File: src/rtl/i2cfm_pkg.sv
`timescale 1ns/1ps
package i2cfm_pkg;

  localparam int CHAR_W = 8;
  localparam logic [4:0] WIDE_TAG = 5'b11110;

  typedef enum logic [1:0] {
    LOP_START,
    LOP_BIT,
    LOP_RSTART,
    LOP_STOP
  } lineOp_e;

  typedef struct packed {
    logic              go;
    lineOp_e           op;
    logic              load;
    logic [CHAR_W-1:0] loadVal;
    logic              useShift;
    logic              fixedBit;
  } lineCmd_t;

  typedef enum logic [3:0] {
    ST_IDLE,
    ST_START,
    ST_HDR,
    ST_HACK,
    ST_RSTART,
    ST_WAITTX,
    ST_DATA,
    ST_DACK,
    ST_STOP
  } ctrlState_e;

endpackage

File: src/rtl/i2cfm_dp.sv
`timescale 1ns/1ps
module i2cfm_dp
  import i2cfm_pkg::*;
#(
  parameter int DIV_W = 16
) (
  input  logic              clk,
  input  logic              rstN,
  input  lineCmd_t          cmd,
  input  logic [DIV_W-1:0]  halfPeriod,
  input  logic              sdaIn,
  output logic              sclLow,
  output logic              sdaLow,
  output logic              opDone,
  output logic              sampled,
  output logic [CHAR_W-1:0] shiftReg
);

  logic             busy;
  lineOp_e          opReg;
  logic             useShiftReg;
  logic [1:0]       step;
  logic [DIV_W-1:0] timer;
  logic             firstBit;
  logic             stepEnd;

  assign firstBit = cmd.useShift ? (cmd.load ? cmd.loadVal[CHAR_W-1] : shiftReg[CHAR_W-1])
                                 : cmd.fixedBit;
  assign stepEnd  = busy && (timer == halfPeriod - DIV_W'(1));

  always_ff @(posedge clk or negedge rstN) begin
    if (!rstN) begin
      busy        <= 1'b0;
      opReg       <= LOP_STOP;
      useShiftReg <= 1'b0;
      step        <= '0;
      timer       <= '0;
      sclLow      <= 1'b0;
      sdaLow      <= 1'b0;
      opDone      <= 1'b0;
      sampled     <= 1'b1;
      shiftReg    <= '1;
    end else begin
      opDone <= 1'b0;
      if (cmd.go && !busy) begin
        busy        <= 1'b1;
        opReg       <= cmd.op;
        useShiftReg <= cmd.useShift;
        step        <= '0;
        timer       <= '0;
        if (cmd.load) shiftReg <= cmd.loadVal;
        case (cmd.op)
          LOP_START:  sdaLow <= 1'b1;
          LOP_BIT:    sdaLow <= ~firstBit;
          LOP_RSTART: sdaLow <= 1'b0;
          default:    sdaLow <= 1'b1;
        endcase
      end else if (stepEnd) begin
        timer <= '0;
        step  <= step + 2'd1;
        case (opReg)
          LOP_START: begin
            sclLow <= 1'b1;
            busy   <= 1'b0;
            opDone <= 1'b1;
          end
          LOP_BIT: begin
            if (step == 2'd0) begin
              sclLow <= 1'b0;
            end else begin
              sampled <= sdaIn;
              sclLow  <= 1'b1;
              if (useShiftReg) shiftReg <= {shiftReg[CHAR_W-2:0], sdaIn};
              busy   <= 1'b0;
              opDone <= 1'b1;
            end
          end
          LOP_RSTART: begin
            if (step == 2'd0) sclLow <= 1'b0;
            else if (step == 2'd1) sdaLow <= 1'b1;
            else begin
              sclLow <= 1'b1;
              busy   <= 1'b0;
              opDone <= 1'b1;
            end
          end
          default: begin
            if (step == 2'd0) sclLow <= 1'b0;
            else if (step == 2'd1) sdaLow <= 1'b0;
            else begin
              busy   <= 1'b0;
              opDone <= 1'b1;
            end
          end
        endcase
      end else if (busy) begin
        timer <= timer + DIV_W'(1);
      end
    end
  end

  // with SCL held high, SDA may only move inside a START, repeated START or STOP op
  assert_sda_edge_scl_low_R11: assert property (@(posedge clk) disable iff (!rstN)
    (!sclLow && !$past(sclLow) && (sdaLow != $past(sdaLow))) |-> (opReg != LOP_BIT));

  // the control never launches a line op while one is still running
  assert_go_when_idle_R11: assert property (@(posedge clk) disable iff (!rstN)
    cmd.go |-> !busy);

endmodule

File: src/rtl/i2cfm_ctrl.sv
`timescale 1ns/1ps
module i2cfm_ctrl
  import i2cfm_pkg::*;
#(
  parameter int CNT_W = 8
) (
  input  logic              clk,
  input  logic              rstN,
  input  logic              start,
  input  logic              wideAddr,
  input  logic              freeFmt,
  input  logic              rnw,
  input  logic [9:0]        slaveAddr,
  input  logic [3:0]        bitCount,
  input  logic [CNT_W-1:0]  charCount,
  input  logic [CHAR_W-1:0] txData,
  input  logic              txValid,
  input  logic              opDone,
  input  logic              sampled,
  input  logic [CHAR_W-1:0] shiftIn,
  output lineCmd_t          cmd,
  output logic              txNeed,
  output logic [CHAR_W-1:0] rxData,
  output logic              rxValid,
  output logic              nack,
  output logic              done,
  output logic              busy
);

  ctrlState_e        state;
  logic              issued;
  logic [3:0]        bitIdx;
  logic [1:0]        hdrStep;
  logic [CNT_W-1:0]  charLeft;
  logic              wideR, freeR, rnwR;
  logic [9:0]        addrR;
  logic [3:0]        nBits;
  logic [CHAR_W-1:0] txWord;
  logic [CHAR_W-1:0] hdrByte;
  logic [CHAR_W-1:0] txAligned;
  logic [CHAR_W-1:0] rxMask;
  logic              needsOp;

  function automatic ctrlState_e dataEntry(input logic [CNT_W-1:0] cnt, input logic rd);
    if (cnt == '0) return ST_STOP;
    else if (rd)   return ST_DATA;
    else           return ST_WAITTX;
  endfunction

  always_comb begin
    case (hdrStep)
      2'd0:    hdrByte = wideR ? {WIDE_TAG, addrR[9:8], 1'b0} : {addrR[6:0], rnwR};
      2'd1:    hdrByte = addrR[7:0];
      default: hdrByte = {WIDE_TAG, addrR[9:8], 1'b1};
    endcase
  end

  assign txAligned = CHAR_W'(txWord << (4'd8 - nBits));
  assign rxMask    = CHAR_W'(8'hFF >> (4'd8 - nBits));
  assign needsOp   = (state != ST_IDLE) && (state != ST_WAITTX);
  assign txNeed    = (state == ST_WAITTX);
  assign busy      = (state != ST_IDLE);

  always_comb begin
    cmd    = '0;
    cmd.go = needsOp && !issued;
    case (state)
      ST_START:  cmd.op = LOP_START;
      ST_RSTART: cmd.op = LOP_RSTART;
      ST_STOP:   cmd.op = LOP_STOP;
      ST_HDR: begin
        cmd.op       = LOP_BIT;
        cmd.useShift = 1'b1;
        cmd.load     = (bitIdx == 4'd0);
        cmd.loadVal  = hdrByte;
      end
      ST_HACK: begin
        cmd.op       = LOP_BIT;
        cmd.fixedBit = 1'b1;
      end
      ST_DATA: begin
        cmd.op       = LOP_BIT;
        cmd.useShift = 1'b1;
        cmd.load     = (bitIdx == 4'd0);
        cmd.loadVal  = rnwR ? '1 : txAligned;
      end
      ST_DACK: begin
        cmd.op       = LOP_BIT;
        cmd.fixedBit = rnwR ? (charLeft == CNT_W'(1)) : 1'b1;
      end
      default: cmd.op = LOP_STOP;
    endcase
  end

  always_ff @(posedge clk or negedge rstN) begin
    if (!rstN) begin
      state    <= ST_IDLE;
      issued   <= 1'b0;
      bitIdx   <= '0;
      hdrStep  <= '0;
      charLeft <= '0;
      wideR    <= 1'b0;
      freeR    <= 1'b0;
      rnwR     <= 1'b0;
      addrR    <= '0;
      nBits    <= 4'd8;
      txWord   <= '0;
      rxData   <= '0;
      rxValid  <= 1'b0;
      nack     <= 1'b0;
      done     <= 1'b0;
    end else begin
      rxValid <= 1'b0;
      done    <= 1'b0;
      if (state == ST_IDLE) begin
        if (start) begin
          wideR    <= wideAddr;
          freeR    <= freeFmt;
          rnwR     <= rnw;
          addrR    <= slaveAddr;
          charLeft <= charCount;
          nBits    <= ((bitCount == 4'd0) || (bitCount > 4'd8)) ? 4'd8 : bitCount;
          nack     <= 1'b0;
          hdrStep  <= '0;
          bitIdx   <= '0;
          issued   <= 1'b0;
          state    <= ST_START;
        end
      end else if (state == ST_WAITTX) begin
        if (txValid) begin
          txWord <= txData;
          bitIdx <= '0;
          state  <= ST_DATA;
        end
      end else if (cmd.go) begin
        issued <= 1'b1;
      end else if (opDone) begin
        issued <= 1'b0;
        case (state)
          ST_START: state <= freeR ? dataEntry(charLeft, rnwR) : ST_HDR;
          ST_HDR: begin
            if (bitIdx == 4'd7) begin
              bitIdx <= '0;
              state  <= ST_HACK;
            end else begin
              bitIdx <= bitIdx + 4'd1;
            end
          end
          ST_HACK: begin
            if (sampled) begin
              nack  <= 1'b1;
              state <= ST_STOP;
            end else if ((hdrStep == 2'd0) && wideR) begin
              hdrStep <= 2'd1;
              state   <= ST_HDR;
            end else if ((hdrStep == 2'd1) && rnwR) begin
              state <= ST_RSTART;
            end else begin
              state <= dataEntry(charLeft, rnwR);
            end
          end
          ST_RSTART: begin
            hdrStep <= 2'd2;
            state   <= ST_HDR;
          end
          ST_DATA: begin
            if (bitIdx == nBits - 4'd1) begin
              bitIdx <= '0;
              state  <= ST_DACK;
              if (rnwR) begin
                rxData  <= shiftIn & rxMask;
                rxValid <= 1'b1;
              end
            end else begin
              bitIdx <= bitIdx + 4'd1;
            end
          end
          ST_DACK: begin
            charLeft <= charLeft - CNT_W'(1);
            if (!rnwR && sampled) begin
              nack  <= 1'b1;
              state <= ST_STOP;
            end else begin
              state <= dataEntry(charLeft - CNT_W'(1), rnwR);
            end
          end
          ST_STOP: begin
            done  <= 1'b1;
            state <= ST_IDLE;
          end
          default: state <= ST_IDLE;
        endcase
      end
    end
  end

  // write characters are only requested in a write transfer
  assert_tx_only_write_R3: assert property (@(posedge clk) disable iff (!rstN)
    txNeed |-> !rnwR);

  // read strobes only appear in a read transfer
  assert_rx_only_read_R3: assert property (@(posedge clk) disable iff (!rstN)
    rxValid |-> rnwR);

  // a refused header byte leads straight to STOP with the flag set
  assert_nack_ends_R9: assert property (@(posedge clk) disable iff (!rstN)
    (state == ST_HACK && issued && opDone && sampled) |=> (state == ST_STOP && nack));

  // the end pulse lasts one cycle and leaves the block idle
  assert_done_pulse_R14: assert property (@(posedge clk) disable iff (!rstN)
    done |=> !done);

endmodule

File: src/rtl/i2c_frame_master.sv
`timescale 1ns/1ps
module i2c_frame_master
  import i2cfm_pkg::*;
#(
  parameter int DIV_W = 16,
  parameter int CNT_W = 8
) (
  input  logic              clk,
  input  logic              rstN,
  input  logic              start,
  input  logic              wideAddr,
  input  logic              freeFmt,
  input  logic              rnw,
  input  logic [9:0]        slaveAddr,
  input  logic [3:0]        bitCount,
  input  logic [CNT_W-1:0]  charCount,
  input  logic [DIV_W-1:0]  halfPeriod,
  input  logic [7:0]        txData,
  input  logic              txValid,
  input  logic              sdaIn,
  output logic              sclOe,
  output logic              sdaOe,
  output logic              txNeed,
  output logic [7:0]        rxData,
  output logic              rxValid,
  output logic              nack,
  output logic              done,
  output logic              busy
);

  lineCmd_t          cmd;
  logic              opDone;
  logic              sampled;
  logic [CHAR_W-1:0] shiftReg;

  i2cfm_ctrl #(.CNT_W(CNT_W)) uCtrl (
    .clk(clk), .rstN(rstN), .start(start), .wideAddr(wideAddr), .freeFmt(freeFmt),
    .rnw(rnw), .slaveAddr(slaveAddr), .bitCount(bitCount), .charCount(charCount),
    .txData(txData), .txValid(txValid), .opDone(opDone), .sampled(sampled),
    .shiftIn(shiftReg), .cmd(cmd), .txNeed(txNeed), .rxData(rxData),
    .rxValid(rxValid), .nack(nack), .done(done), .busy(busy)
  );

  i2cfm_dp #(.DIV_W(DIV_W)) uDp (
    .clk(clk), .rstN(rstN), .cmd(cmd), .halfPeriod(halfPeriod), .sdaIn(sdaIn),
    .sclLow(sclOe), .sdaLow(sdaOe), .opDone(opDone), .sampled(sampled),
    .shiftReg(shiftReg)
  );

endmodule

File: config.mk
export PLATFORM = sky130hd
export DESIGN_NAME = i2c_frame_master
export DESIGN_NICKNAME = d
export VERILOG_FILES = /design/src/rtl/i2cfm_pkg.sv /design/src/rtl/i2cfm_dp.sv /design/src/rtl/i2cfm_ctrl.sv /design/src/rtl/i2c_frame_master.sv
export SDC_FILE = /design/constraint.sdc
export NUM_CORES = 1
export LEC_CHECK = 0
export ABC_AREA = 0
export CORE_ASPECT_RATIO = 0.9
export CORE_MARGIN = 2
export CORE_UTILIZATION = 55
export CTS_CLUSTER_SIZE = 20
export DETAILED_ROUTE_END_ITERATION = 10
export PLACE_DENSITY = 0.79
export SETUP_SLACK_MARGIN = 0.05
export SLEW_MARGIN = 20
export SYNTH_ARGS = -nofsm -noshare
export SYNTH_HDL_FRONTEND = slang
export SYNTH_SLANG_ARGS = --single-unit
export TNS_END_PERCENT = 5
File: constraint.sdc
create_clock -name clk -period 8.3 [get_ports clk]
set_input_delay 1.245 -clock clk [delete_from_list [all_inputs] [get_ports clk]]
set_output_delay 1.245 -clock clk [all_outputs]
set_load 0.02 [all_outputs]
[Yosys cells after proc, flatten, opt, wreduce, memory -nomap -nowiden]
Index checks and enable logic that the tools add are counted.
Storage, ports and cells
  register bits after elaboration: 89
  bits of input ports: 54
  output and inout port bits: 15
  word-level logic and storage cells: 237
Cells by class
  $add $sub $neg: 7
  $lt $le $gt $ge: 1
  eq/ne operators: 37
  shifts and indexed selects: 2
  mux-type cells: 109
  bitwise gates (word level): 7
  reductions and logical operators: 49
Operators by type and width (number)
  $mux W8: 14
  $mux W4: 24
  $mux W16: 3
  $mux W1: 45
  $pmux W4 S6: 1
  $reduce_and A7 Y1: 3
  $eq A4 B3 Y1 const B: 5
  $mux W2: 10
  $pmux W10 S2: 1
  $add A16 B1 Y16 const B: 1
  $eq A16 B16 Y1: 1
  $logic_not A8 Y1: 2
  $pmux W8 S2: 1
  $reduce_and A4 Y1: 4
  $sub A16 B1 Y16 const B: 1
  $reduce_and A5 Y1: 3
  $reduce_bool A3 Y1: 5
  $logic_not A4 Y1: 3
  $ne A3 B2 Y1 const B: 4
  $pmux W1 S2: 6
  $reduce_bool A2 Y1: 6
  $reduce_bool A4 Y1: 3
  $ne A3 B1 Y1 const B: 3
  $and A8 B8 Y8: 1
  other kinds (34): 62

[Longest topological paths before layout]
Gate-level depths: netlist of the first run.
  depth after elaboration: 10
  gate-level depth with buffers: 13
  gate-level depth less buffers: 12

[Cells and area by module]
A second synthesis of the first run with hierarchy kept.
Unflattened totals
  cell total of the unflattened synthesis: 666
  area, all modules: 5997.0 µm²
By module, submodules not included
  i2cfm_ctrl: instances 1, cells an instance 406, area an instance 3623.5 µm², seq. area each 1377.6 µm²
  i2cfm_dp: instances 1, cells an instance 260, area an instance 2373.5 µm², seq. area each 864.6 µm²

[Least setup slack after synthesis of the first run]
Ideal clock, no wire load.
  path type: input to register
  from: in halfPeriod[0]
  to: reg uDp.shiftReg[1]
  setup time: 0.085 ns
  arrival time: 3.571 ns
  data required time: 8.215 ns
  setup slack: 4.645 ns
  stages: 11
  path buffers: 1
  cell sequence: inv_1 -> ha_1 -> or4b_4 -> a2111oi_4 -> o32ai_1 -> a21oi_1 -> a21oi_1 -> nor4_4 -> a22o_1 -> buf_6 -> mux2_1
Between the ends
  word-level cells in the longest chain between the ends: 5
Ends and longest elaborated chain
  start, declared: RTL line i2c_frame_master.sv:17  | input logic [DIV_W-1:0] halfPeriod,
  $sub A16 B1 Y16: RTL line i2cfm_dp.sv:29  | assign stepEnd = busy && (timer == halfPeriod - DIV_W'(1));
  $eq A16 B16 Y1: RTL line i2cfm_dp.sv:29
  $logic_and A1 B1 Y1: RTL line i2cfm_dp.sv:29
  $reduce_bool A2 Y1 (no source line)
  $reduce_and A5 Y1 (no source line)
  end signal, assigned: RTL line i2cfm_dp.sv:51  | if (cmd.load) shiftReg <= cmd.loadVal;
  end signal, assigned: RTL line i2cfm_dp.sv:73  | if (useShiftReg) shiftReg <= {shiftReg[CHAR_W-2:0], sdaIn};
  end, declared: RTL line i2cfm_dp.sv:16  | output logic [CHAR_W-1:0] shiftReg
Every way passes these cells.
A chain may end at the register's enable or synchronous reset.

[Worst setup path in the final report of the first run]
  from: in halfPeriod[0]
  to: reg uDp.timer[3]
Between the ends
  word-level cells in the longest chain between the ends: 5
  elaborated cells between the ends (all ways): 6
  classes of those cells: add/sub (1); eq/ne (1); mux (2); reduce/logical (2)
Ends and longest elaborated chain
  $sub A16 B1 Y16 (*): RTL line i2cfm_dp.sv:29
  $eq A16 B16 Y1 (*): RTL line i2cfm_dp.sv:29
  $logic_and A1 B1 Y1 (*): RTL line i2cfm_dp.sv:29
  $mux W16: RTL line i2cfm_dp.sv:58  | end else if (stepEnd) begin
  $mux W16: RTL line i2cfm_dp.sv:45  | if (cmd.go && !busy) begin
  end signal, assigned: RTL line i2cfm_dp.sv:97  | timer <= timer + DIV_W'(1);
  end, declared: RTL line i2cfm_dp.sv:23  | logic [DIV_W-1:0] timer;
Every way passes the cells marked *; elsewhere a longest branch is shown, timed or not.

==> results of run 1 <==
## path summary, 6_finish.rpt
path / to / start / slack, ns / cells past startpoint
max in group asynchronous: uCtrl.charLeft[2]$_DFFE_PN0P_ / rstN / 6.79 / 1
min in group asynchronous: uCtrl.rxData[5]$_DFFE_PN0P_ / rstN / 0.97 / 1
worst max register to register: uCtrl.state[3]$_DFFE_PN0P_ / uCtrl.nBits[0]$_DFFE_PN0P_ / 5.05 / 8
worst min register to register: uDp.shiftReg[3]$_DFFE_PN1P_ / uDp.shiftReg[3]$_DFFE_PN1P_ / 0.48 / 2
worst max-delay path: uDp.timer[3]$_DFFE_PN0P_ / halfPeriod[0] / 3.78 / 11
worst min-delay path: uDp.shiftReg[3]$_DFFE_PN1P_ / uDp.shiftReg[3]$_DFFE_PN1P_ / 0.48 / 2
## cell usage in the layout (no fill, tap or decap), types with 6 or more instances in the layout
master / count
nand4_1: 9
nand2b_1: 10
mux2_1: 6
a21oi_1: 38
nand3_1: 22
clkdlybuf4s50_1: 67
nand2_1: 69
inv_1: 41
o21ai_0: 40
clkbuf_16: 9
o22ai_1: 7
o21ai_1: 13
xnor2_1: 20
and3_1: 6
nor2_1: 51
xor2_1: 22
ha_1: 19
dfstp_2: 12
a211oi_1: 6
mux2_2: 26
dfrtp_1: 77
mux2i_1: 14
nor3_1: 22
## worst register-to-register path, stage by stage, from the launching register on
cell and delay (ns):
dfrtp_1 0.66, inv_1 0.24, ha_1 0.65, xor2_1 0.19
and4_1 0.25, a21oi_1 0.12, a221o_1 0.49, a2111oi_0 0.44
a21oi_1 0.08
## stage by stage
step                instance area (µm²)  hold slack (ns)  std cells  utilization, %  setup WS [ns]
CTS                                6830            0.482        835            66.7           3.79
global placement                   6540            0.464        819            63.8           3.55
floorplan                          5800            0.447        648               -           4.64
global route                       6840            0.515        835            66.8           3.56
finish                             6840            0.478        835            66.8           3.78
detailed placement                 6540            0.472        819            63.8           3.44
## power by group
group          internal (mW)  switching (mW)  leakage (nW)  total, mW
combinational          0.275           0.368          1.62      0.643
sequential             0.523           0.152          1.10      0.675
clock                  0.242           0.165         0.140      0.407
## state kept, by name (all words and copies together), names as in the netlist, 2 cells and up
name / count
uCtrl.state: 4
uCtrl.addrR: 10
uCtrl.nBits: 4
uDp.shiftReg: 8
uDp.step: 2
uCtrl.charLeft: 8
uCtrl.txWord: 8
uDp.opReg: 2
uCtrl.rxData: 8
uCtrl.bitIdx: 4
uCtrl.hdrStep: 2
uDp.timer: 16
## final cells by class
| type | count | area, µm² | share of cell area (%) |
|---|---|---|---|
| multi-input combinational | 490 | 3300 | 48.2 |
| sequential | 89 | 2240 | 32.8 |
| timing repair buffer | 70 | 697 | 10.2 |
| clock buffer | 13 | 250 | 3.66 |
| tap | 129 | 161 | 2.36 |
| inverter | 41 | 154 | 2.25 |
| clock inverter | 3 | 42.5 | 0.622 |
## per-layer routing
layer	track usage (%)	vias up
met3	3.95	15
met4	7.22	0
met2	42.0	159
met1	34.6	2424
li1	-	2417
met5	0	-
## kinds of logic (layout without fill, tap and decap cells)
| logic type | after synthesis | count (layout) | synth area share, % |
|---|---|---|---|
| AND/OR/NAND/NOR | 229 | 229 | 20.2 |
| AO/OA/AOI/OAI | 149 | 149 | 16.1 |
| flip-flops | 89 | 89 | 38.6 |
| buffers and inverters | 69 | 127 | 4.70 |
| multiplexers | 48 | 48 | 9.27 |
| XOR/XNOR | 44 | 44 | 6.88 |
| adder cells (fa/ha/maj) | 20 | 20 | 4.27 |
==> out/qor.txt, run 1 <==
EDFF count, synth = 0
Library cells used by synthesis = 72
1st-iter DRT viols = 325
Largest net degree at the start of global routing = 90
Via count = 5015
Critical path peak fanout = 11
CP Buf/Inv Count = 2
Syn Area/Cell = 8.96 µm²
Final period util = 54.4%
Number of I/O port buffers = 68
Cell leakage power = 2.87 nW
First-pass GRT wire length = 23400 µm
Die width = 112 µm
I/O Pins = 69
Final worst path period need = 4.52 ns
Row count = 35
Max clock buf depth = 2
Outcome = complete, no violations
Yosys reg bits = 89
Root Driver = clkbuf_16
Critical Path, Cell by Cell = clkdlybuf4s50_1 -> inv_1 -> ha_1 -> or4b_4 -> a2111oi_4 -> o32ai_1 -> a21oi_1 -> a21oi_1 -> nor4b_2 -> nand2b_1 -> nor2_1
Wirelength per Cell = 16.7 µm
Data required, critical path = 8.51 ns
Core footprint = 10200 µm²
CTS Hold Bufs = 0
WL met2 = 6530 µm
Post-synth top area cell = dfrtp_1
DRT Pass-1 Iters = 7
Post-Syn Nets = 721
Yosys top cell area share = 33.2%
Most frequent cells after synthesis = dfrtp_1, nand2_1, nor2_1
Final setup vio count = 0
Antenna fix cells = 0
Cell Area, Synth = 5800 µm²
Area Overhead vs Synth = 17.9%
Pins over their slew limit = 0
Largest cells by area after synthesis = dfrtp_1, dfstp_2, mux2_2
GP Congestion = 0.899
Slowest cell on the critical path = nor4b_2
Final routed DRC violation total = 0
Total negative slack = 0 ns
Cell area power density = 252 nW/µm²
Crit Path Category = input port to flip-flop
DP Wirelength = 10200 µm
Yosys warning count = 0
Initial Util = 56.6%
Final Net Count = 774
Worst-skew pair later-pin latency = 0.34 ns
RSZ-0062 raised after global routing = no
Setup repair bufs after CTS = 0
Worst slew margin = 21.9%
Die Ht = 101 µm
WL met1 = 6490 µm
CTS Sinks = 89
Htree depth = 3
Max Cap Viol = 0
Gr ovfl total = 0
Worst slew pin tran = 1.16 ns
Cts bufs inserted = 9
CTS clk-pin slew, worst paths = 0.06 ns
Cells after Synth = 648
Most frequent CP cell = a21oi_1
Total wire length = 13900 µm
Critical path capture point type = flip-flop
Async SR Flop Fraction = 100%
Number of global-route vias before repair = 4825
Die ar. = 11400 µm²
Max stage delay on crit path = 0.89 ns
Arrival time at the worst endpoint = 4.73 ns
Global-route usage over all layers = 25.2%
Pwr Total = 1.72 mW
Share of layout cells above drive strength 1 = 9.92%
CP startpoint kind = input port
Worst Skew = 0.00784 ns
Via density = 6.01
Top routing layer in use = met4
Most used DFF post-synth = dfrtp_1
Top-count cell post-synth = dfrtp_1
CP top delay family = simple AND/OR/NAND/NOR gates
FMAX = 221 MHz
CTS tree = done
Sequential area share after synthesis = 38.6%
Hold/Removal Path Class = flip-flop to flip-flop
Metal3 WL = 706 µm
Antenna viol nets, final = 0
Resized Gates After CTS = 0
Filler cells = 834
Antenna violations before repair = 0
Final Hold Fails = 0
Max VDD drop = 0.149 mV
Note: power is estimated with default switching activity, not from simulation.
==> run 2: changes to the inputs <==
--- a/config.mk
+++ b/config.mk
@@ -8,10 +8,10 @@
 export ABC_AREA = 0
 export CORE_ASPECT_RATIO = 0.9
 export CORE_MARGIN = 2
-export CORE_UTILIZATION = 55
+export CORE_UTILIZATION = 51
 export CTS_CLUSTER_SIZE = 20
 export DETAILED_ROUTE_END_ITERATION = 10
-export PLACE_DENSITY = 0.79
+export PLACE_DENSITY = 0.77
 export SETUP_SLACK_MARGIN = 0.05
 export SLEW_MARGIN = 20
 export SYNTH_ARGS = -nofsm -noshare
==> constraint.sdc (replaced) <==
create_clock -name clk -period 3.75 [get_ports clk]
set_input_delay 0.5625 -clock clk [delete_from_list [all_inputs] [get_ports clk]]
set_output_delay 0.5625 -clock clk [all_outputs]
set_load 0.02 [all_outputs]
==> out/qor.txt, run 2 (synthesis gave the netlist of run 1 again) <==
Root Driver = clkbuf_16 (unchanged)
Core footprint = 10900 µm² (was 10200 µm²)
RSZ-0062 raised after global routing = no (unchanged)
Post-place setup slack = 0.0483 ns (was 3.44 ns)
Max Cap Viol = 0 (unchanged)
Global-route usage over all layers = 24.7% (was 25.2%)
Data required, critical path = 4.02 ns (was 8.51 ns)
Final setup vio count = 0 (unchanged)
Largest net degree at the start of global routing = 90 (unchanged)
1st-iter DRT viols = 399 (was 325)
Crit Path Category = input port to flip-flop (unchanged)
Largest register FFs = 16 (unchanged)
Initial Util = 53.0% (was 56.6%)
Final Worst Setup Slack = 0.398 ns (was 3.78 ns)
Total wire length = 14300 µm (was 13900 µm)
Critical path peak fanout = 6 (was 11)
DRT Pass-1 Iters = 5 (was 7)
Cell leakage power = 2.96 nW (was 2.87 nW)
Via count = 5073 (was 5015)
Most frequent CP cell = mux2i_1 (was a21oi_1)
Final period util = 89.4%
Antenna violations before repair = 0 (unchanged)
FMAX = 298 MHz
Gr ovfl total = 0 (unchanged)
Number of I/O port buffers = 68 (unchanged)
Most frequent cells in the layout = dfrtp_1, nand2_1, clkdlybuf4s50_1, nor2_1, inv_1 (unchanged)
Row count = 36 (was 35)
CP startpoint kind = input port (unchanged)
Die ar. = 12200 µm² (was 11400 µm²)
Filler cells = 899 (was 834)
Largest regs = uDp.timer: 16 flops, uCtrl.addrR: 10 flops (unchanged)
Slowest cell on the critical path = clkdlybuf4s50_1 (was nor4b_2)
Final Hold Fails = 0 (unchanged)
Pwr Total = 3.96 mW (was 1.72 mW)
Worst slew margin = 43.4% (was 21.9%)
Leading cell type in the layout, fill and taps excluded = dfrtp_1 (unchanged)
Die width = 116 µm (was 112 µm)
Worst-skew pair later-pin latency = 0.35 ns (was 0.34 ns)
Area Overhead vs Synth = 20.9% (was 17.9%)
Largest Register = uDp.timer (unchanged)
Share of layout cells above drive strength 1 = 11.9% (was 9.92%)
I/O Pins = 69 (unchanged)
Die Ht = 105 µm (was 101 µm)
Max stage delay on crit path = 0.53 ns (was 0.89 ns)
Wirelength per Cell = 16.4 µm (was 16.7 µm)
Cell area power density = 564 nW/µm² (was 252 nW/µm²)
Placed inst area = 6670 µm² (was 6540 µm²)
CTS clk-pin slew, worst paths = 0.06 ns (about the same)
Critical Path, Cell by Cell = clkdlybuf4s50_1 -> nor3_2 -> nand4_1 -> mux2_1 -> mux2i_1 -> o22a_2 -> nor4_4 -> a22o_1 -> buf_4 -> mux2i_1 (was clkdlybuf4s50_1 -> inv_1 -> ha_1 -> or4b_4 -> a2111oi_4 -> o32ai_1 -> a21oi_1 -> a21oi_1 -> nor4b_2 -> nand2b_1 -> nor2_1)
Htree depth = 3 (unchanged)
CTS tree = done (unchanged)
CP Buf/Inv Count = 2 (unchanged)
First-pass GRT wire length = 24000 µm (was 23400 µm)
Final worst path period need = 3.35 ns
Max clock buf depth = 2 (unchanged)
Max VDD drop = 0.474 mV (was 0.149 mV)
Arrival time at the worst endpoint = 3.62 ns (was 4.73 ns)
Setup repair bufs after CTS = 0 (unchanged)
CTS Hold Bufs = 0 (unchanged)
Pins over their slew limit = 0 (unchanged)
Worst slew pin tran = 0.828 ns (was 1.16 ns)
DP Wirelength = 10600 µm (was 10200 µm)
Final routed DRC violation total = 0 (unchanged)
Via density = 5.82 (was 6.01)
CP top delay family = simple AND/OR/NAND/NOR gates (unchanged)
Post-route cell area = 7020 µm² (was 6840 µm²)
Hold/Removal Path Class = input port to async pin (was flip-flop to flip-flop)
Worst Skew = 0.00816 ns (was 0.00784 ns)
GP Congestion = 0.928 (was 0.899)
Reg-to-reg setup timing slack = 0.53 ns (was 5.05 ns)
Outcome = complete, no violations (unchanged)
Total negative slack = 0 ns (unchanged)
Critical path capture point type = flip-flop (unchanged)
Antenna viol nets, final = 0 (unchanged)
Antenna fix cells = 0 (unchanged)
Cts bufs inserted = 9 (unchanged)
CTS Sinks = 89 (unchanged)
Final hold slack = 0.245 ns (was 0.478 ns)
Number of global-route vias before repair = 4931 (was 4825)
Resized Gates After CTS = 0 (unchanged)
Final Net Count = 788 (was 774)
==> run 2: per-stage QoR <==
stage | util, % | std cells
6_report | 64.1 | 872
2_1_floorplan | - | 648
3_3_place_gp | 61.0 | 856
3_5_place_dp | 61.0 | 856
5_1_grt | 64.1 | 872
4_1_cts | 64.1 | 872
==> run 2: report_power, final <==
part / internal [mW] / switching [mW]
combinational: 0.636 / 0.853
sequential: 1.16 / 0.301
clock: 0.638 / 0.375
total: 2.43 / 1.53
==> run 2: final timing paths <==
| check | from | to | cells after the start |
|---|---|---|---|
| min in group clk | uDp.shiftReg[6]$_DFFE_PN1P_ | uDp.shiftReg[6]$_DFFE_PN1P_ | 2 |
| hold reg to reg | uDp.shiftReg[6]$_DFFE_PN1P_ | uDp.shiftReg[6]$_DFFE_PN1P_ | 2 |
| setup / recovery | halfPeriod[2] | uDp.shiftReg[5]$_DFFE_PN1P_ | 10 |
| max in group asynchronous | rstN | uDp.timer[8]$_DFFE_PN0P_ | 1 |
| hold / removal | rstN | uCtrl.addrR[5]$_DFFE_PN0P_ | 1 |
| setup reg to reg | uCtrl.nBits[1]$_DFFE_PN0P_ | uDp.shiftReg[5]$_DFFE_PN1P_ | 12 |
==> run 2: layout make-up <==
type	count	area, µm²	share of cell area, %
multi-input combinational	490	3290	46.9
clock buffer	12	267	3.80
timing repair buffer	84	802	11.4
tap	152	190	2.71
clock inverter	4	73.8	1.05
inverter	41	154	2.19
sequential	89	2240	32.0
==> run 2: per-layer routing <==
metal / global-route usage (%) / vias up / wire, µm
li1: - / 2450 / -
met1: 34.1 / 2460 / 6550
met2: 38.9 / 152 / 6760
met3: 6.09 / 11 / 908
met4: 5.95 / 0 / 108
met5: 0 / - / 0
==> run 2: worst reg2reg max path: stages (launching register included) <==
cell       delay [ns]
dfrtp_1          0.40
inv_1            0.15
ha_1             0.20
inv_1            0.05
ha_1             0.56
mux2i_1          0.17
mux2i_1          0.23
inv_1            0.08
o21ai_0          0.16
a21oi_1          0.10
a2111oi_0        0.75
a21oi_1          0.10
mux2i_1          0.21
==> run 3: changes to the inputs <==
==> constraint.sdc (replaced) <==
create_clock -name clk -period 3.75 [get_ports clk]
set_input_delay 0.5625 -clock clk [delete_from_list [all_inputs] [get_ports clk]]
set_output_delay 0.5625 -clock clk [all_outputs]
set_load 0.01 [all_outputs]
==> out/qor.txt, run 3 (synthesis gave the netlist of run 1 again) <==
Outcome = complete, no violations (unchanged)
Final Util = 63.9% (was 64.1%)
Max Cap Viol = 0 (unchanged)
Leading cell type in the layout, fill and taps excluded = dfrtp_1 (unchanged)
Final Net Count = 787 (was 788)
Wirelength per Cell = 16.6 µm (was 16.4 µm)
1st-iter DRT viols = 299 (was 399)
Worst R2R End = uDp.shiftReg[5]$_DFFE_PN1P_ (unchanged)
Setup repair bufs after CTS = 0 (unchanged)
Pins over their slew limit = 0 (unchanged)
Area Overhead vs Synth = 20.6% (was 20.9%)
CTS tree = done (unchanged)
Row count = 36 (unchanged)
Share of layout cells above drive strength 1 = 11.8% (was 11.9%)
DP Wirelength = 10600 µm (about the same)
CTS clk-pin slew, worst paths = 0.07 ns (was 0.06 ns)
Critical path peak fanout = 5 (was 6)
Initial Util = 53.0% (unchanged)
Final Hold Fails = 0 (unchanged)
CTS Hold Bufs = 0 (unchanged)
Largest Register = uDp.timer (unchanged)
Max stage delay on crit path = 0.51 ns (was 0.53 ns)
Hold/Removal Path Class = input port to async pin (unchanged)
DRT Pass-1 Iters = 5 (unchanged)
GP Congestion = 0.929 (was 0.928)
Final routed DRC violation total = 0 (unchanged)
Most frequent cells in the layout = dfrtp_1, nand2_1, clkdlybuf4s50_1, nor2_1, inv_1 (unchanged)
Final worst path period need = 3.32 ns (was 3.35 ns)
First-pass GRT wire length = 24300 µm (was 24000 µm)
Worst slew margin = 46.5% (was 43.4%)
Cell area power density = 564 nW/µm² (about the same)
Die Ht = 105 µm (unchanged)
FF-to-FF Start = uCtrl.nBits[0]$_DFFE_PN0P_ (was uCtrl.nBits[1]$_DFFE_PN0P_)
Antenna fix cells = 0 (unchanged)
Largest register FFs = 16 (unchanged)
Cell leakage power = 2.94 nW (was 2.96 nW)
Global-route usage over all layers = 24.7% (about the same)
Total wire length = 14400 µm (was 14300 µm)
Critical Path, Cell by Cell = clkdlybuf4s50_1 -> inv_1 -> ha_1 -> or4b_4 -> a2111oi_4 -> o32ai_1 -> a21oi_1 -> a21oi_1 -> nor4_4 -> a22o_1 -> buf_4 -> mux2i_1 (was clkdlybuf4s50_1 -> nor3_2 -> nand4_1 -> mux2_1 -> mux2i_1 -> o22a_2 -> nor4_4 -> a22o_1 -> buf_4 -> mux2i_1)
Via density = 5.91 (was 5.82)
Reg-to-reg setup timing slack = 0.66 ns (was 0.53 ns)
I/O Pins = 69 (unchanged)
Arrival time at the worst endpoint = 3.58 ns (was 3.62 ns)
Core footprint = 10900 µm² (unchanged)
Final period util = 88.4% (was 89.4%)
Worst-skew pair later-pin latency = 0.34 ns (was 0.35 ns)
Crit Path Category = input port to flip-flop (unchanged)
CP startpoint kind = input port (unchanged)
Most frequent CP cell = a21oi_1 (was mux2i_1)
Max VDD drop = 0.379 mV (was 0.474 mV)
Final setup vio count = 0 (unchanged)
Critical path capture point type = flip-flop (unchanged)
Antenna viol nets, final = 0 (unchanged)
Via count = 5147 (was 5073)
Htree depth = 3 (unchanged)
Largest net degree at the start of global routing = 90 (unchanged)
Data required, critical path = 4.01 ns (was 4.02 ns)
Max clock buf depth = 2 (unchanged)
CTS Sinks = 89 (unchanged)
CP Buf/Inv Count = 3 (was 2)
R2R cell count = 12 (unchanged)
Number of I/O port buffers = 68 (unchanged)
Filler cells = 933 (was 899)
Worst Skew = 0.00733 ns (was 0.00816 ns)
Largest regs = uDp.timer: 16 flops, uCtrl.addrR: 10 flops (unchanged)
RSZ-0062 raised after global routing = no (unchanged)
Cts bufs inserted = 9 (unchanged)
Die width = 116 µm (unchanged)
Root Driver = clkbuf_16 (unchanged)
Gr ovfl total = 0 (unchanged)
Resized Gates After CTS = 0 (unchanged)
Pwr Total = 3.95 mW (was 3.96 mW)
Antenna violations before repair = 0 (unchanged)
Worst slew pin tran = 0.782 ns (was 0.828 ns)
Die ar. = 12200 µm² (unchanged)
Number of global-route vias before repair = 5008 (was 4931)
FMAX = 302 MHz (was 298 MHz)
Total negative slack = 0 ns (unchanged)
CP top delay family = compound AO/OA/AOI/OAI gates (was simple AND/OR/NAND/NOR gates)
Slowest cell on the critical path = or4b_4 (was clkdlybuf4s50_1)
-- run 3: metal layers --
| layer | track usage (%) | share of wire [%] | vias to the layer above |
|---|---|---|---|
| met5 | 0 | 0 | - |
| met4 | 5.27 | 1.1 | 0 |
| met3 | 4.29 | 5.9 | 18 |
| met2 | 38.9 | 48 | 172 |
| met1 | 35.6 | 45 | 2523 |
| li1 | - | - | 2434 |
-- run 3: cell type report --
| cell class | instances | area (µm²) | area share (%) |
|---|---|---|---|
| clock buffers | 10 | 239 | 3.41 |
| repair buffers | 83 | 795 | 11.4 |
| flip-flops and latches | 89 | 2240 | 32.0 |
| well taps | 152 | 190 | 2.72 |
| inverters | 41 | 154 | 2.20 |
| clock inverters | 6 | 90.1 | 1.29 |
| multi-input cells | 490 | 3290 | 47.0 |
-- run 3: how the worst max path moves through the flow --
stage | cells after the start | startpoint | endpoint | slack [ns]
after global placement | 10 | halfPeriod[2] | uDp.shiftReg[3]$_DFFE_PN1P_ | 0.20
final | 12 | halfPeriod[1] | uDp.shiftReg[5]$_DFFE_PN1P_ | 0.43
after global routing | 14 | halfPeriod[1] | uDp.shiftReg[5]$_DFFE_PN1P_ | 0.22
after CTS | 10 | halfPeriod[2] | uDp.shiftReg[5]$_DFFE_PN1P_ | 0.42
after floorplan | 11 | halfPeriod[0] | uDp.shiftReg[1]$_DFFE_PN1P_ | 0.78
after detailed placement | 10 | halfPeriod[2] | uDp.shiftReg[5]$_DFFE_PN1P_ | 0.05
-- run 3: through the flow --
stage	hold slack [ns]	area (µm²)	std cells	setup slack, ns
after floorplan	0.267	5800	648	0.777
after global placement	0.465	6670	855	0.195
after detailed placement	0.470	6670	855	0.0474
after CTS	0.480	6990	871	0.423
after global routing	0.363	7000	871	0.225
final	0.271	7000	871	0.433
-- run 3: power breakdown --
part | internal [mW] | switching (mW) | leakage (nW) | total, mW
Combinational | 0.631 | 0.838 | 1.68 | 1.47
Clock | 0.605 | 0.396 | 0.159 | 1.00
Sequential | 1.16 | 0.322 | 1.10 | 1.48
Total | 2.39 | 1.56 | 2.94 | 3.95
-- run 3: worst reg2reg max path: stages (launching register included) --
cell	delay [ns]
dfrtp_1	0.38
inv_1	0.17
ha_1	0.20
inv_1	0.05
ha_1	0.56
mux2i_1	0.16
mux2i_1	0.18
inv_1	0.05
o21ai_0	0.14
a21oi_1	0.10
a2111oi_0	0.72
a21oi_1	0.10
mux2i_1	0.20
